<file path="src/rtl/xlat_pkg.sv">
package xlat_pkg;

  localparam logic [2:0] XLAT_ERR_CODE = 3'd4;

  typedef enum logic [1:0] {
    ET_INVALID = 2'd0,
    ET_TABLE   = 2'd1,
    ET_PAGE    = 2'd2,
    ET_RSVD    = 2'd3
  } entry_type_e;

  typedef enum logic [1:0] {
    WS_IDLE,
    WS_READ,
    WS_FIN
  } walk_state_e;

  // fault status: level in [9:8], error code in [4:2]
  function automatic logic [9:0] fault_word(input logic [1:0] lvl);
    return {lvl, 3'b000, XLAT_ERR_CODE, 2'b00};
  endfunction

endpackage

</file>
<file path="src/rtl/xlat_addr_gen.sv">
module xlat_addr_gen #(
  parameter int unsigned VA_W   = 32,
  parameter int unsigned PA_W   = 36,
  parameter int unsigned CTP_W  = 32,
  parameter int unsigned CTX_W  = 8,
  parameter int unsigned DESC_W = 32
) (
  input  logic [CTP_W-1:0]      ctp,
  input  logic [CTX_W-1:0]      ctx,
  input  logic [VA_W-1:VA_W-20] va_hi,
  input  logic [DESC_W-1:2]     ptr_field,
  input  logic [1:0]            next_lvl,
  output logic [PA_W-1:0]       root_addr,
  output logic [PA_W-1:0]       next_addr
);
  localparam int unsigned IDX1_LO = VA_W - 8;
  localparam int unsigned IDX2_LO = IDX1_LO - 6;
  localparam int unsigned IDX3_LO = IDX2_LO - 6;

  function automatic logic [PA_W-1:0] table_base(input logic [DESC_W-1:2] p);
    return PA_W'({p, 2'b00}) << 4;
  endfunction

  function automatic logic [PA_W-1:0] level_offset(input logic [1:0] lvl,
                                                   input logic [VA_W-1:VA_W-20] v);
    case (lvl)
      2'd1:    return PA_W'(v[VA_W-1:IDX1_LO]) << 2;
      2'd2:    return PA_W'(v[IDX1_LO-1:IDX2_LO]) << 2;
      2'd3:    return PA_W'(v[IDX2_LO-1:IDX3_LO]) << 2;
      default: return '0;
    endcase
  endfunction

  always_comb begin
    root_addr = (PA_W'(ctp) << 4) + (PA_W'(ctx) << 2);
    next_addr = table_base(ptr_field) + level_offset(next_lvl, va_hi);
  end

endmodule

</file>
<file path="src/rtl/xlat_desc_dec.sv">
module xlat_desc_dec #(
  parameter int unsigned VA_W   = 32,
  parameter int unsigned PA_W   = 36,
  parameter int unsigned DESC_W = 32
) (
  input  logic [1:0]        entry_type,
  input  logic [DESC_W-9:0] frame_num,
  input  logic [1:0]        lvl,
  input  logic [VA_W-1:0]   va,
  output logic              is_table,
  output logic              is_page,
  output logic              is_bad,
  output logic [PA_W-1:0]   page_pa
);
  import xlat_pkg::*;

  localparam int unsigned PAGE_SH = 12;

  function automatic logic [PA_W-1:0] offset_mask(input logic [1:0] l);
    int unsigned w;
    case (l)
      2'd0:    w = VA_W;
      2'd1:    w = VA_W - 8;
      2'd2:    w = VA_W - 14;
      default: w = VA_W - 20;
    endcase
    return (PA_W'(1) << w) - PA_W'(1);
  endfunction

  entry_type_e     et;
  logic [PA_W-1:0] frame;
  logic [PA_W-1:0] mask;

  always_comb begin
    et       = entry_type_e'(entry_type);
    is_table = (et == ET_TABLE) && (lvl != 2'd3);
    is_page  = (et == ET_PAGE);
    is_bad   = !is_table && !is_page;
    frame    = PA_W'(frame_num) << PAGE_SH;
    mask     = offset_mask(lvl);
    page_pa  = (frame & ~mask) | (PA_W'(va) & mask);
  end

endmodule

</file>
<file path="src/rtl/xlat_walker.sv">
module xlat_walker #(
  parameter int unsigned VA_W   = 32,
  parameter int unsigned PA_W   = 36,
  parameter int unsigned CTP_W  = 32,
  parameter int unsigned CTX_W  = 8,
  parameter int unsigned DESC_W = 32
) (
  input  logic              clk,
  input  logic              rst_n,
  input  logic              req_valid,
  input  logic [VA_W-1:0]   req_vaddr,
  input  logic [CTP_W-1:0]  req_ctp,
  input  logic [CTX_W-1:0]  req_ctx,
  output logic              busy,
  output logic              done,
  output logic              done_fault,
  output logic [PA_W-1:0]   done_paddr,
  output logic [9:0]        done_fsr,
  output logic              mem_req,
  output logic [PA_W-1:0]   mem_addr,
  input  logic              mem_rvalid,
  input  logic [DESC_W-1:0] mem_rdata,
  input  logic              mem_rerr
);
  import xlat_pkg::*;

  localparam int unsigned NUM_LVL = 4;
  localparam int unsigned LVL_W   = $clog2(NUM_LVL);

  walk_state_e       state_q;
  logic [LVL_W-1:0]  lvl_q;
  logic [VA_W-1:0]   va_q;
  logic [PA_W-1:0]   addr_q;
  logic              res_fault_q;
  logic [PA_W-1:0]   res_pa_q;
  logic [9:0]        res_fsr_q;

  logic [PA_W-1:0]   root_addr, next_addr, page_pa;
  logic              is_table, is_page, is_bad;

  // named events for the checker
  logic accept, rsp_take, rsp_bus_err, step_down, walk_hit, walk_bad;
  logic [LVL_W-1:0] next_lvl;

  xlat_addr_gen #(
    .VA_W(VA_W), .PA_W(PA_W), .CTP_W(CTP_W), .CTX_W(CTX_W), .DESC_W(DESC_W)
  ) addr_i (
    .ctp       (req_ctp),
    .ctx       (req_ctx),
    .va_hi     (va_q[VA_W-1:VA_W-20]),
    .ptr_field (mem_rdata[DESC_W-1:2]),
    .next_lvl  (next_lvl),
    .root_addr (root_addr),
    .next_addr (next_addr)
  );

  xlat_desc_dec #(
    .VA_W(VA_W), .PA_W(PA_W), .DESC_W(DESC_W)
  ) dec_i (
    .entry_type (mem_rdata[1:0]),
    .frame_num  (mem_rdata[DESC_W-1:8]),
    .lvl        (lvl_q),
    .va         (va_q),
    .is_table   (is_table),
    .is_page    (is_page),
    .is_bad     (is_bad),
    .page_pa    (page_pa)
  );

  always_comb begin
    next_lvl    = lvl_q + LVL_W'(1);
    accept      = req_valid && (state_q == WS_IDLE);
    rsp_take    = (state_q == WS_READ) && mem_rvalid;
    rsp_bus_err = rsp_take && mem_rerr;
    step_down   = rsp_take && !mem_rerr && is_table;
    walk_hit    = rsp_take && !mem_rerr && is_page;
    walk_bad    = rsp_take && !mem_rerr && is_bad;
  end

  always_ff @(posedge clk) begin
    if (!rst_n) begin
      state_q     <= WS_IDLE;
      lvl_q       <= '0;
      va_q        <= '0;
      addr_q      <= '0;
      res_fault_q <= 1'b0;
      res_pa_q    <= '0;
      res_fsr_q   <= '0;
    end else begin
      case (state_q)
        WS_IDLE: begin
          if (accept) begin
            va_q    <= req_vaddr;
            addr_q  <= root_addr;
            lvl_q   <= '0;
            state_q <= WS_READ;
          end
        end
        WS_READ: begin
          if (step_down) begin
            lvl_q  <= next_lvl;
            addr_q <= next_addr;
          end else if (walk_hit) begin
            res_fault_q <= 1'b0;
            res_pa_q    <= page_pa;
            res_fsr_q   <= '0;
            state_q     <= WS_FIN;
          end else if (rsp_bus_err || walk_bad) begin
            res_fault_q <= 1'b1;
            res_pa_q    <= '0;
            res_fsr_q   <= fault_word(lvl_q);
            state_q     <= WS_FIN;
          end
        end
        default: state_q <= WS_IDLE;
      endcase
    end
  end

  always_comb begin
    busy       = (state_q != WS_IDLE);
    done       = (state_q == WS_FIN);
    mem_req    = (state_q == WS_READ);
    mem_addr   = addr_q;
    done_fault = res_fault_q;
    done_paddr = res_pa_q;
    done_fsr   = res_fsr_q;
  end

endmodule

</file>
<file path="config.mk">
export PLATFORM = sky130hd
export DESIGN_NAME = xlat_walker
export DESIGN_NICKNAME = d
export VERILOG_FILES = /design/src/rtl/xlat_pkg.sv /design/src/rtl/xlat_addr_gen.sv /design/src/rtl/xlat_desc_dec.sv /design/src/rtl/xlat_walker.sv
export SDC_FILE = /design/constraint.sdc
export NUM_CORES = 1
export LEC_CHECK = 0
export BUFFER_PORTS_ARGS = -buffer_cell sky130_fd_sc_hd__buf_2
export CAP_MARGIN = 20
export CORE_MARGIN = 2
export CORE_UTILIZATION = 50
export DETAILED_ROUTE_END_ITERATION = 6
export PLACE_DENSITY = 0.81
export SLEW_MARGIN = 10
export SYNTH_ARGS = -nofsm -noshare
export SYNTH_HDL_FRONTEND = slang
export SYNTH_HIERARCHICAL = 1
export SYNTH_SLANG_ARGS = --single-unit
</file>
<file path="constraint.sdc">
create_clock -name clk -period 7 [get_ports clk]
set_clock_uncertainty 0.15 [all_clocks]
set_input_delay 0 -clock clk [delete_from_list [all_inputs] [get_ports clk]]
set_output_delay 0 -clock clk [all_outputs]
set_load 0.02 [all_outputs]
</file>
==> Word-level counts from Yosys, hierarchy flattened <==
Index checks and enable logic that the tools add are counted.
{ "totals": {"in_bits": 109, "output_inout_bits": 86, "wordCells": 72, "regBits": 119} }
{ "op_classes": {"reduce_logical": 22, "n_eq_ne": 14, "n_mux": 19, "addsub": 4, "shifts": 1, "n_bitwise": 5} }
{ "op_table": {"columns": ["operator", "count"], "rows": [
  ["$mux W36", 4],
  ["$pmux W36 S2", 1],
  ["$add A36 B10 Y36", 1],
  ["$add A36 B36 Y36", 1],
  ["$and A32 B36 Y36", 1],
  ["$and A36 B36 Y36", 1],
  ["$not A36 Y36", 1],
  ["$or A36 B36 Y36", 1],
  ["$shl A1 B6 Y36 const A", 1],
  ["$sub A36 B2 Y36 const B", 1],
  ["$pmux W10 S3", 1],
  ["$mux W10", 2],
  ["$pmux W6 S3", 1],
  ["$mux W2", 6],
  ["$eq A2 B2 Y1 const B", 5],
  ["$logic_and A1 B1 Y1", 9],
  ["$reduce_and A3 Y1", 3],
  ["$eq A2 B1 Y1 const B", 4],
  ["$pmux W2 S2", 2],
  ["$ne A2 B2 Y1 const B", 3],
  ["$reduce_bool A2 Y1", 3],
  ["$logic_not A2 Y1", 2],
  ["$logic_not A1 Y1", 3],
  ["$ne A3 B1 Y1 const B", 1],
  ["6 further kinds", 7]
]} }

==> Depth between registers and ports, before layout <==
Gate-level depths: netlist of run 1.
{ "depth": {"word_depth": 10, "depth_mapped": 15} }

==> By module <==
The synthesis of run 1 kept the hierarchy.
{ "by_module_without_submodules": {"columns": ["mod", "instances", "area_per_inst_um2", "cells_per_inst"], "rows": [
  ["xlat_walker", 1, 4784.6, 524],
  ["xlat_addr_gen", 1, 1639.1, 222],
  ["xlat_desc_dec", 1, 681.9, 83]
]} }

==> Worst setup path before layout of run 1 <==
Ideal clock, no wire load.
{ "synth_timing": {"path_kind": "flip-flop to flip-flop", "start": "register lvl_q[0]", "end": "register addr_q[16], in the netlist mem_addr[16]", "setup_slack_ns": 3.435, "period_less_slack_ns": 3.565, "arrival_ns": 3.333, "required_time_ns": 6.769, "stages_incl_launch_ff": 16, "path_cell_list": "dfxtp_1 > clkbuf_1 > xor2_1 > clkbuf_1 > nor2b_1 > a22o_1 > ha_1 > inv_1 > fa_1 > nand2b_1 > o2bb2ai_1 > nor2b_1 > and4_1 > xor2_1 > mux2i_1 > a211oi_2"} }
{ "synth_via": {"elab_chain_cells": 6, "word_cells_on_any_way": 13} }
{ "synth_rtl": {"columns": ["item", "line_no", "text"], "rows": [
  ["start: declaration", "xlat_walker.sv:31", "logic [LVL_W-1:0] lvl_q;"],
  ["start signal: assignment", "xlat_walker.sv:101", "lvl_q <= next_lvl;"],
  ["$add A2 B1 Y2 (*)", "xlat_walker.sv:71", "next_lvl = lvl_q + LVL_W'(1);"],
  ["via next_lvl[1]", "xlat_walker.sv:43", "logic [LVL_W-1:0] next_lvl;"],
  ["$eq A2 B2 Y1 or $eq A2 B1 Y1 (tied branches)", "xlat_addr_gen.sv:26", "case (lvl)"],
  ["$pmux W10 S3 (*)", "xlat_addr_gen.sv:26", null],
  ["$add A36 B36 Y36 (*)", "xlat_addr_gen.sv:36", "next_addr = table_base(ptr_field) + level_offset(next_lvl, va_hi);"],
  ["via next_addr[16]", "xlat_walker.sv:38", "logic [PA_W-1:0] root_addr, next_addr, page_pa;"],
  ["$mux W36 (*)", "xlat_walker.sv:100", "if (step_down) begin"],
  ["$pmux W36 S2 (*)", "xlat_walker.sv:90", "case (state_q)"],
  ["end signal: assignment", "xlat_walker.sv:94", "addr_q <= root_addr;"],
  ["end signal: assignment", "xlat_walker.sv:102", "addr_q <= next_addr;"],
  ["end: declaration", "xlat_walker.sv:33", "logic [PA_W-1:0] addr_q;"]
]} }
Mark *: on every way through the listed nets, which the timed path passes. The rest lies on a longest branch. The select of a mux whose other input is x is not followed.
A chain may end at the register's enable or synchronous reset.

==> Worst setup path after layout of run 1 <==
{ "layout_timing": {"start": "register lvl_q[0]", "end": "register addr_q[30], in the netlist mem_addr[30]"} }
The elaborated chain is that of the path after synthesis.

==> impl_metrics.toml, run 1 <==
[setup_path]
crit_path_end_kind = "flop"
r2r.worst_path.cells = 14
r2r_start = "lvl_q[0]"
timing.critical_path.from_type = "flop"
crit_path_max_delay_cell_type = "sky130_fd_sc_hd__dfxtp_1"
ws_path_type = "flop to flop"
critical-path-top-cell-by-count = "sky130_fd_sc_hd__xor2_1"
cp_slowest_stage_delay_ns = 0.59
reg2reg_setup_slack_ns = 2.48
timing.critical_path.required_ns = 7.12
max_fanout_on_critical_path = 12
cp_cell_sequence = "xor2_1 > nor2b_1 > a22o_1 > ha_1 > inv_1 > fa_1 > nand2b_1 > o2bb2ai_1 > nand4b_1 > nor2_1 > xor2_1 > mux2i_1 > dlygate4sd3_1 > a211oi_1"
critical_path_arrival_ns = 4.65
crit-reg2reg-capture = "mem_addr[30]"

[placement]
hpwlAfterDp_um = 14600
place_inst = 1132
place.gp.congestion = 0.892
buffer_ports.inserted = 187

[synth]
post-synth-top-area-fraction_pct = 31.3
netlist_top_cells_area = "sky130_fd_sc_hd__dfxtp_1 31%, sky130_fd_sc_hd__nand2_1 8.4%, sky130_fd_sc_hd__xnor2_1 5.8%"
synth.yosys.seq_area_share_pct = 31.3
yosysUniqueCellTypes = 69
synth_enable_flop_cells = 0
synthesis.yosys.warnings = 6
ys_async_sr_fraction_pct = 0
synthesis.area_per_instance_um2 = 8.57
number_of_storage_elements_in_the_synthesis_netlist = 111
yosys.area.top_type = "sky130_fd_sc_hd__dfxtp_1"
synth.top_cells.by_count = "159 x sky130_fd_sc_hd__nand2_1, 111 x sky130_fd_sc_hd__dfxtp_1, 47 x sky130_fd_sc_hd__xnor2_1"
synthesis.area_um2 = 7110
synth_top_flop_cell = "sky130_fd_sc_hd__dfxtp_1"
syn_inst = 829
post-synth-top-count-cell = "sky130_fd_sc_hd__nand2_1"

[hold_path]
min-delay-path-class = "input port to flop"
worstHoldEndpoint = "mem_addr[15]"
worstHoldPathCells = 4
timing.hold.worst.start = "mem_rdata[11]"

[sta]
transition_time_at_the_pin_with_the_least_slew_margin_ns = 1.04
drv_slew = 0
setup_viol_count_final = 0
report.final.hold_viol_count = 0
fin_worst_hold_slack_ns = 0.00698
fin_crit_sh_pct = 64.6
tns_ns = 0
timing.slew.headroom_pct = 30.6
fmax_ghz = 0.221
unrepaired_setup_endpoints_after_global_routing = "false"
fin_crit_ns = 4.52

[power_and_ir_drop]
powerDensity_nw_per_um2 = 183
totalPowerFinal_mw = 1.65
irDropWorstVdd_mv = 0.114
static-leakage-power_nw = 3.78

[detailed_routing]
detailedRoute.firstIterationViolations = 480
routedWlPerCell_um = 18.0
route.detailed.vias_per_inst = 5.61
via_count = 6863
drt_wl_total_um = 22100
ant_nets = 0
detailedRoute.firstPassIterationCount = 5
drt_drc_violations_left = 0

[cells_and_area]
syn2layout_area_growth_pct = 26.5
finalNonFillerCells = 1224
multiInputGateArea_um2 = 4410
layout.area.seq_um2 = 2220
finish.utilization_pct = 64.7
filler_cell_count = 1149
design.final.nets = 1169
final_layout_size_suffix_gt1_share_pct = 28.0

[die]
initial_utilization_pct = 51.2
chipHeight_um = 123
top_level_ports = 195
design.core.area_um2 = 13900
die_x_um = 123
floorplan.die_area_um2 = 15200
row_count = 43

[job]
drv.max_cap_violation_count = 0

[grt]
first_global_vias = 6602
antenna_violations_before_repair = 0
grt_first_pass_wirelength_um = 34000
gr-total-overflow = 0
largest_net_degree_at_the_start_of_global_routing = 81
grtUsageTotal_pct = 28.7

[clocking]
ctsResizeCount = 0
clkTransAtPathRegs_ns = 0.07
cts_tree = "yes"
cts_num_sinks = 111
clockRootBuffer = "sky130_fd_sc_hd__clkbuf_16"
clk_path_buf_depth = 2
insertion_delay_ns = 0.36
cts_max_level = 3
cts_made_buffers = 9

[status]
status = "complete, no violations"
[routing by layer]
| metal | vias to the layer above | part of all wire [%] | track usage, % |
|---|---|---|---|
| met4 | 0 | 1.1 | 7.53 |
| met1 | 3229 | 44 | 38.8 |
| met2 | 295 | 47 | 47.0 |
| met3 | 21 | 8.0 | 5.67 |
| li1 | 3318 | - | - |
| met5 | - | 0 | 0 |
[through the flow]
stage | instance area (um^2) | setup slack, ns
5_1_grt | 8980 | 2.22
4_1_cts | 8980 | 2.54
3_5_place_dp | 7920 | 2.98
6_report | 8990 | 2.48
2_1_floorplan | 7140 | 3.44
3_3_place_gp | 7920 | 3.23
[state kept, by name (all words and copies together) (netlist names)]
name	flops
state_q	2
mem_addr	36
lvl_q	2
va_q	32
done_fsr	3
done_paddr	36
[cells in the final DEF, fill, tap and decap left out, types with 3 or more instances in the layout]
cell type / n
sky130_fd_sc_hd__a211oi_1: 43
sky130_fd_sc_hd__a211oi_2: 31
sky130_fd_sc_hd__a21o_1: 3
sky130_fd_sc_hd__a21oi_1: 40
sky130_fd_sc_hd__a22o_1: 5
sky130_fd_sc_hd__and2_1: 13
sky130_fd_sc_hd__and3_1: 7
sky130_fd_sc_hd__and3b_1: 3
sky130_fd_sc_hd__and4_1: 7
sky130_fd_sc_hd__buf_2: 187
sky130_fd_sc_hd__buf_4: 7
sky130_fd_sc_hd__clkbuf_16: 9
sky130_fd_sc_hd__conb_1: 11
sky130_fd_sc_hd__dfxtp_1: 110
sky130_fd_sc_hd__dlygate4sd3_1: 75
sky130_fd_sc_hd__ha_1: 20
sky130_fd_sc_hd__inv_1: 19
sky130_fd_sc_hd__mux2_2: 24
sky130_fd_sc_hd__mux2i_1: 40
sky130_fd_sc_hd__nand2_1: 159
sky130_fd_sc_hd__nand2b_1: 4
sky130_fd_sc_hd__nand3_1: 19
sky130_fd_sc_hd__nand4_1: 6
sky130_fd_sc_hd__nor2_1: 24
sky130_fd_sc_hd__nor2b_1: 8
sky130_fd_sc_hd__o211ai_1: 3
sky130_fd_sc_hd__o21a_1: 4
sky130_fd_sc_hd__o21ai_0: 8
sky130_fd_sc_hd__o22ai_1: 37
sky130_fd_sc_hd__xnor2_1: 47
sky130_fd_sc_hd__xor2_1: 14
[where the power goes]
group | internal [mW] | switching [mW] | total [mW]
clock network | 0.301 | 0.253 | 0.554
logic | 0.172 | 0.230 | 0.402
registers | 0.667 | 0.0241 | 0.691
[worst max-delay path: cells and delay by family, from the launching register on]
kind	cells	cell delay, ns
compound gates	3	0.66
buf+inv	2	0.64
simple gates	4	1.02
flops	1	0.59
xor+xnor	2	0.71
mux	1	0.08
fa+ha+maj	2	0.58
[repair_timing]
action                                 CTS  global route
hold buffers                            75             0
endpoints found under the hold margin   66             0
buffers inserted                         0             0
[cells by family after synthesis]
| logic type | after synthesis | synth area share [%] |
|---|---|---|
| flops | 111 | 31.3 |
| buf+inv | 100 | 7.32 |
| fa+ha+maj | 22 | 4.09 |
| other cells | 2 | 0.106 |
| simple gates | 274 | 18.9 |
| xor+xnor | 61 | 7.52 |
| compound gates | 193 | 20.9 |
| mux | 66 | 9.86 |
[layout make-up]
class                      count  share of cell area [%]
multi-input combinational    627                    49.0
sequential                   111                    24.7
timing repair buffer         269                    19.4
clock buffer                  11                    2.81
tap                          180                    2.51
inverter                      20                   0.835
clock inverter                 5                   0.696
antenna                        1                  0.0278
[worst max-delay path by stage]
stage | slack, ns | depth (start not counted) | startpoint | to
6_report | 2.48 | 14 | lvl_q[0] | mem_addr[30]
5_1_grt | 2.22 | 14 | lvl_q[0] | mem_addr[28]
4_1_cts | 2.54 | 14 | lvl_q[0] | mem_addr[30]
3_5_place_dp | 2.98 | 13 | lvl_q[0] | mem_addr[16]
3_3_place_gp | 3.23 | 13 | lvl_q[0] | mem_addr[16]
2_1_floorplan | 3.44 | 15 | lvl_q[0] | mem_addr[16]
(Power assumes the default switching activity.)
==> run 2, diff against run 1 <==
Clock period 7 ns to 4.6 ns, I/O delays scaled along.
==> impl_metrics.toml, run 2 (synthesized netlist as in run 1, its figures left out) <==
[hold_path]
min-delay-path-class = "input port to flop"
timing.hold.worst.start = "mem_rdata[15]"
worstHoldEndpoint = "done_paddr[19]"
worstHoldPathCells = 4

[die]
initial_utilization_pct = 51.2
floorplan.die_area_um2 = 15200
die_x_um = 123
row_count = 43
top_level_ports = 195
chipHeight_um = 123
design.core.area_um2 = 13900

[job]
drv.max_cap_violation_count = 0

[placement]
place_inst = 1133
hpwlAfterDp_um = 14800
dp_slack_ns = 0.599
buffer_ports.inserted = 187
place.gp.congestion = 0.890

[grt]
grt_first_pass_wirelength_um = 34100
antenna_violations_before_repair = 1
grtUsageTotal_pct = 28.9
gr-total-overflow = 0
largest_net_degree_at_the_start_of_global_routing = 81
first_global_vias = 6588

[sta]
transition_time_at_the_pin_with_the_least_slew_margin_ns = 1.04
drv_slew = 0
unrepaired_setup_endpoints_after_global_routing = "false"
fmax_ghz = 0.234
fin_crit_sh_pct = 92.7
timing.slew.headroom_pct = 31.0
fin_worst_hold_slack_ns = 0.0102
report.final.hold_viol_count = 0
setup_viol_count_final = 0
fin_crit_ns = 4.26
tns_ns = 0
final.setup.worst_slack_ns = 0.335

[power_and_ir_drop]
static-leakage-power_nw = 3.82
powerDensity_nw_per_um2 = 281
irDropWorstVdd_mv = 0.186

[setup_path]
r2r_start = "lvl_q[1]"
reg2reg_setup_slack_ns = 0.34
critical_path_arrival_ns = 4.42
path_buf_inv = 2
ws_path_type = "flop to flop"
timing.critical_path.required_ns = 4.75
max_fanout_on_critical_path = 9
timing.critical_path.from_type = "flop"
crit-reg2reg-capture = "mem_addr[16]"
top_cell_family_by_delay_on_the_critical_path = "simple AND/OR/NAND/NOR gates"
cp_cell_sequence = "xor2_2 > nor2b_2 > a22o_1 > ha_1 > inv_1 > fa_1 > nand2b_1 > o2bb2ai_1 > nor2b_1 > and4_1 > xor2_1 > mux2i_1 > a211oi_2 > dlygate4sd3_1"
cp_slowest_stage_delay_ns = 0.58
r2r.worst_path.cells = 14
crit_path_end_kind = "flop"
crit_path_max_delay_cell_type = "sky130_fd_sc_hd__dlygate4sd3_1"

[cells_and_area]
mostFrequentLayoutCells = "187 x sky130_fd_sc_hd__buf_2, 159 x sky130_fd_sc_hd__nand2_1, 109 x sky130_fd_sc_hd__dfxtp_1, 79 x sky130_fd_sc_hd__dlygate4sd3_1, 47 x sky130_fd_sc_hd__xnor2_1"
filler_cell_count = 1125
design.final.nets = 1174
syn2layout_area_growth_pct = 27.5
finish.utilization_pct = 65.3
final_layout_size_suffix_gt1_share_pct = 28.2
finalNonFillerCells = 1229
mostFrequentLayoutCell = "sky130_fd_sc_hd__buf_2"

[clocking]
clkTransAtPathRegs_ns = 0.08
clockRootBuffer = "sky130_fd_sc_hd__clkbuf_16"
cts_made_buffers = 9
cts_max_level = 3
cts_num_sinks = 111
clk_path_buf_depth = 2
cts_tree = "yes"
insertion_delay_ns = 0.36
postCtsSetupBuffers = 0

[detailed_routing]
detailedRoute.firstIterationViolations = 473
ant_nets = 0
drt_wl_total_um = 22300
drt_drc_violations_left = 0
route.detailed.vias_per_inst = 5.61
detailedRoute.firstPassIterationCount = 7
routedWlPerCell_um = 18.1
via_count = 6891

[status]
status = "complete, no violations"
-- run 2: cell count changes in the layout (fill, tap and decap cells not counted), sizes merged --
| cell | delta |
|---|---|
| dlygate4sd3 | +4 |
| clkbuf | -2 |
| buf | +1 |
| bufinv | +1 |
| clkinv | +1 |
| clkinvlp | -1 |
| inv | +1 |
-- run 2: final cells by class --
class	instances	area, um^2	area share [%]
Multi-Input combinational cell	627	4420	48.7
Sequential cell	111	2220	24.6
Timing Repair Buffer	274	1790	19.7
Clock buffer	9	225	2.49
Tap cell	180	225	2.49
Clock inverter	7	103	1.13
Inverter	20	75.1	0.829
Antenna cell	1	2.50	0.0276
-- run 2: per-stage QoR --
stage	total power [mW]	area, um^2
after floorplan	1.45	7140
after global placement	1.60	7930
after detailed placement	1.62	7930
after CTS	2.54	9040
after global routing	2.65	9060
final	2.54	9060
-- run 2: how the worst max path moves through the flow --
stage              endpoint      from  slack [ns]  cells past startpoint
3_3_place_gp   mem_addr[16]  lvl_q[0]        0.83                     13
6_report       mem_addr[16]  lvl_q[1]        0.34                     14
4_1_cts        mem_addr[30]  lvl_q[0]        0.03                     14
5_1_grt        mem_addr[30]  lvl_q[1]        0.04                     14
3_5_place_dp   mem_addr[16]  lvl_q[0]        0.60                     13
2_1_floorplan  mem_addr[16]  lvl_q[0]        1.04                     15
-- run 2: worst register-to-register path: stages, from the launching register on --
cell,delay [ns]
sky130_fd_sc_hd__dfxtp_1,0.49
sky130_fd_sc_hd__xor2_2,0.40
sky130_fd_sc_hd__nor2b_2,0.36
sky130_fd_sc_hd__a22o_1,0.19
sky130_fd_sc_hd__ha_1,0.18
sky130_fd_sc_hd__inv_1,0.06
sky130_fd_sc_hd__fa_1,0.40
sky130_fd_sc_hd__nand2b_1,0.16
sky130_fd_sc_hd__o2bb2ai_1,0.21
sky130_fd_sc_hd__nor2b_1,0.30
sky130_fd_sc_hd__and4_1,0.25
sky130_fd_sc_hd__xor2_1,0.15
sky130_fd_sc_hd__mux2i_1,0.10
sky130_fd_sc_hd__a211oi_2,0.23
sky130_fd_sc_hd__dlygate4sd3_1,0.58
-- run 2: what timing repair did --
action,4_1_cts,5_1_grt
hold buffers,79,0
gates resized for setup,0,3
setup endpoints to repair,0,5
endpoints found under the hold margin,68,0
-- run 2: routing by layer --
metal / vias to the layer above / wire length [um] / share of wire (%) / GRT usage (%)
li1: 3321 / - / - / -
met1: 3222 / 9620 / 43 / 38.6
met2: 311 / 10400 / 47 / 47.2
met3: 37 / 1720 / 7.7 / 4.89
met4: 0 / 524 / 2.4 / 10.2
met5: - / 0 / 0 / 0
-- run 2: power by group --
part | internal [mW] | leakage (nW) | switching, mW
logic | 0.266 | 2.75 | 0.351
registers | 1.01 | 0.909 | 0.0368
clock network | 0.486 | 0.162 | 0.390
==> run 3, diff against run 2 <==
Settings changed: CORE_ASPECT_RATIO set to 0.6, TNS_END_PERCENT set to 5.
==> impl_metrics.toml, run 3 (synthesized netlist as in run 1, its figures left out) <==
[power_and_ir_drop]
p_int_mw = 1.66
seqPwrFrac_pct = 42.6
irDropWorstVdd_mv = 0.179
power.share.combinational_pct = 24.8
power.net_switching_mw = 0.810
static-leakage-power_nw = 3.79
power_frac_clock_pct = 32.6
sw_frac_of_total_pct = 32.8
powerDensity_nw_per_um2 = 274

[die]
top_level_ports = 195
initial_utilization_pct = 51.7
floorplan.die_area_um2 = 15200
chipHeight_um = 96.3
row_count = 33
design.core.area_um2 = 13700
die_x_um = 158

[sta]
setup_viol_count_final = 0
drv_slew = 0
unrepaired_setup_endpoints_after_global_routing = "false"
fin_crit_ns = 4.27
fin_crit_sh_pct = 92.9
transition_time_at_the_pin_with_the_least_slew_margin_ns = 1.11
fmax_ghz = 0.234
timing.slew.headroom_pct = 25.9
report.final.hold_viol_count = 0
tns_ns = 0

[setup_path]
timing.critical_path.from_type = "flop"
cp_cell_sequence = "xor2_2 > nor2b_1 > a22o_1 > ha_1 > inv_1 > fa_1 > nand2b_1 > o2bb2ai_1 > nor2b_1 > and4_1 > xor2_1 > mux2i_1 > a211oi_2 > dlygate4sd3_1"
crit_path_max_delay_cell_type = "sky130_fd_sc_hd__dlygate4sd3_1"
critical-path-top-cell-by-count = "sky130_fd_sc_hd__nor2b_1"
r2r.worst_path.cells = 14
cp_slowest_stage_delay_ns = 0.56
path_buf_inv = 2
critical_path_cell_count = 14
max_fanout_on_critical_path = 9
critical_path_arrival_ns = 4.42
crit_path_end_kind = "flop"
timing.critical_path.required_ns = 4.75
top_cell_family_by_delay_on_the_critical_path = "simple AND/OR/NAND/NOR gates"
ws_path_type = "flop to flop"

[detailed_routing]
drt_wl_total_um = 22600
routedWlPerCell_um = 18.3
ant_nets = 0
detailedRoute.firstPassIterationCount = 7
via_count = 6958
detailedRoute.firstIterationViolations = 490
drt_drc_violations_left = 0
route.detailed.vias_per_inst = 5.63

[grt]
grt_first_pass_wirelength_um = 35200
first_global_vias = 6500
antenna_violations_before_repair = 0
largest_net_degree_at_the_start_of_global_routing = 80
grtUsageTotal_pct = 30.0
gr-total-overflow = 0

[clocking]
insertion_delay_ns = 0.35
clockRootBuffer = "sky130_fd_sc_hd__clkbuf_16"
cts_num_sinks = 111
cts_max_level = 3
postCtsSetupBuffers = 0
clkTransAtPathRegs_ns = 0.09
clk_path_buf_depth = 2
cts_made_buffers = 9
cts_tree = "yes"

[status]
status = "complete, no violations"

[placement]
place.gp.congestion = 0.908
buffer_ports.inserted = 187
hpwlAfterDp_um = 15300
detailed_place.area_um2 = 7930

[cells_and_area]
syn2layout_area_growth_pct = 26.7
design.final.nets = 1169
antenna-diode-count = 0
mostFrequentLayoutCell = "sky130_fd_sc_hd__buf_2"
filler_cell_count = 1161
mostFrequentLayoutCells = "187 x sky130_fd_sc_hd__buf_2, 159 x sky130_fd_sc_hd__nand2_1, 109 x sky130_fd_sc_hd__dfxtp_1, 74 x sky130_fd_sc_hd__dlygate4sd3_1, 47 x sky130_fd_sc_hd__xnor2_1"
final_layout_size_suffix_gt1_share_pct = 28.3
final_design_area_no_fill_um2 = 9010

[hold_path]
min-delay-path-class = "input port to flop"
worstHoldPathCells = 4

[job]
drv.max_cap_violation_count = 0
## run 3: changes by cell type in the layout (fill, tap and decap cells not counted), sizes merged
cell,delta
bufinv,-2
diode,-1
dlygate4sd3,-5
inv,+2
## run 3: layout make-up
class	count	area, um^2	share of cell area (%)
repair buffers	269	1760	19.5
inverters	20	75.1	0.834
clock buffers	9	225	2.50
multi-input cells	627	4410	49.0
clock inverters	7	71.3	0.792
flip-flops and latches	111	2220	24.7
well taps	192	240	2.67
## run 3: tightest hold or removal path, stage by stage
cell                       delay (ns)
sky130_fd_sc_hd__buf_2           0.12
sky130_fd_sc_hd__xnor2_1         0.09
sky130_fd_sc_hd__mux2i_1         0.17
sky130_fd_sc_hd__a211oi_2        0.08
## run 3: what timing repair did
action	in CTS	in global routing
hold buffers	74	0
endpoints found under the setup margin	0	6
endpoints found under the hold margin	67	0
gates resized for setup	0	2
## run 3: worst paths after layout
check | from | end | slack, ns
setup / recovery | lvl_q[1] | mem_addr[16] | 0.33
hold / removal | mem_rdata[6] | mem_addr[10] | 0.004
setup reg to reg | lvl_q[1] | mem_addr[16] | 0.33
hold reg to reg | va_q[1] | va_q[1] | 0.30
## run 3: layer usage
| metal | vias up | routed length [um] | global-route usage, % |
|---|---|---|---|
| li1 | 3325 | - | - |
| met1 | 3263 | 10700 | 43.3 |
| met2 | 336 | 9420 | 44.9 |
| met3 | 34 | 2020 | 6.93 |
| met4 | 0 | 422 | 7.50 |
| met5 | - | 0 | 0 |
## run 3: power by group through the flow
stage | clock network (mW) | registers [mW] | logic [mW]
after global routing | 0.854 | 1.06 | 0.658
after global placement | 0 | 1.07 | 0.539
final | 0.805 | 1.05 | 0.613
after floorplan | 0 | 1.10 | 0.347
after detailed placement | 0 | 1.07 | 0.544
after CTS | 0.813 | 1.05 | 0.599
## run 3: stage by stage
stage | cells | utilization [%] | setup WS (ns) | total power [mW] | hold WS, ns
after global routing | 1235 | 65.5 | 0.00223 | 2.57 | 0.0209
after global placement | 1144 | 57.7 | 0.767 | 1.61 | 0.0978
final | 1235 | 65.5 | 0.327 | 2.47 | 0.00426
after CTS | 1234 | 65.2 | 0.0443 | 2.46 | 0.0000311
after floorplan | 838 | - | 1.04 | 1.45 | -0.0140
after detailed placement | 1144 | 57.7 | 0.586 | 1.62 | 0.100
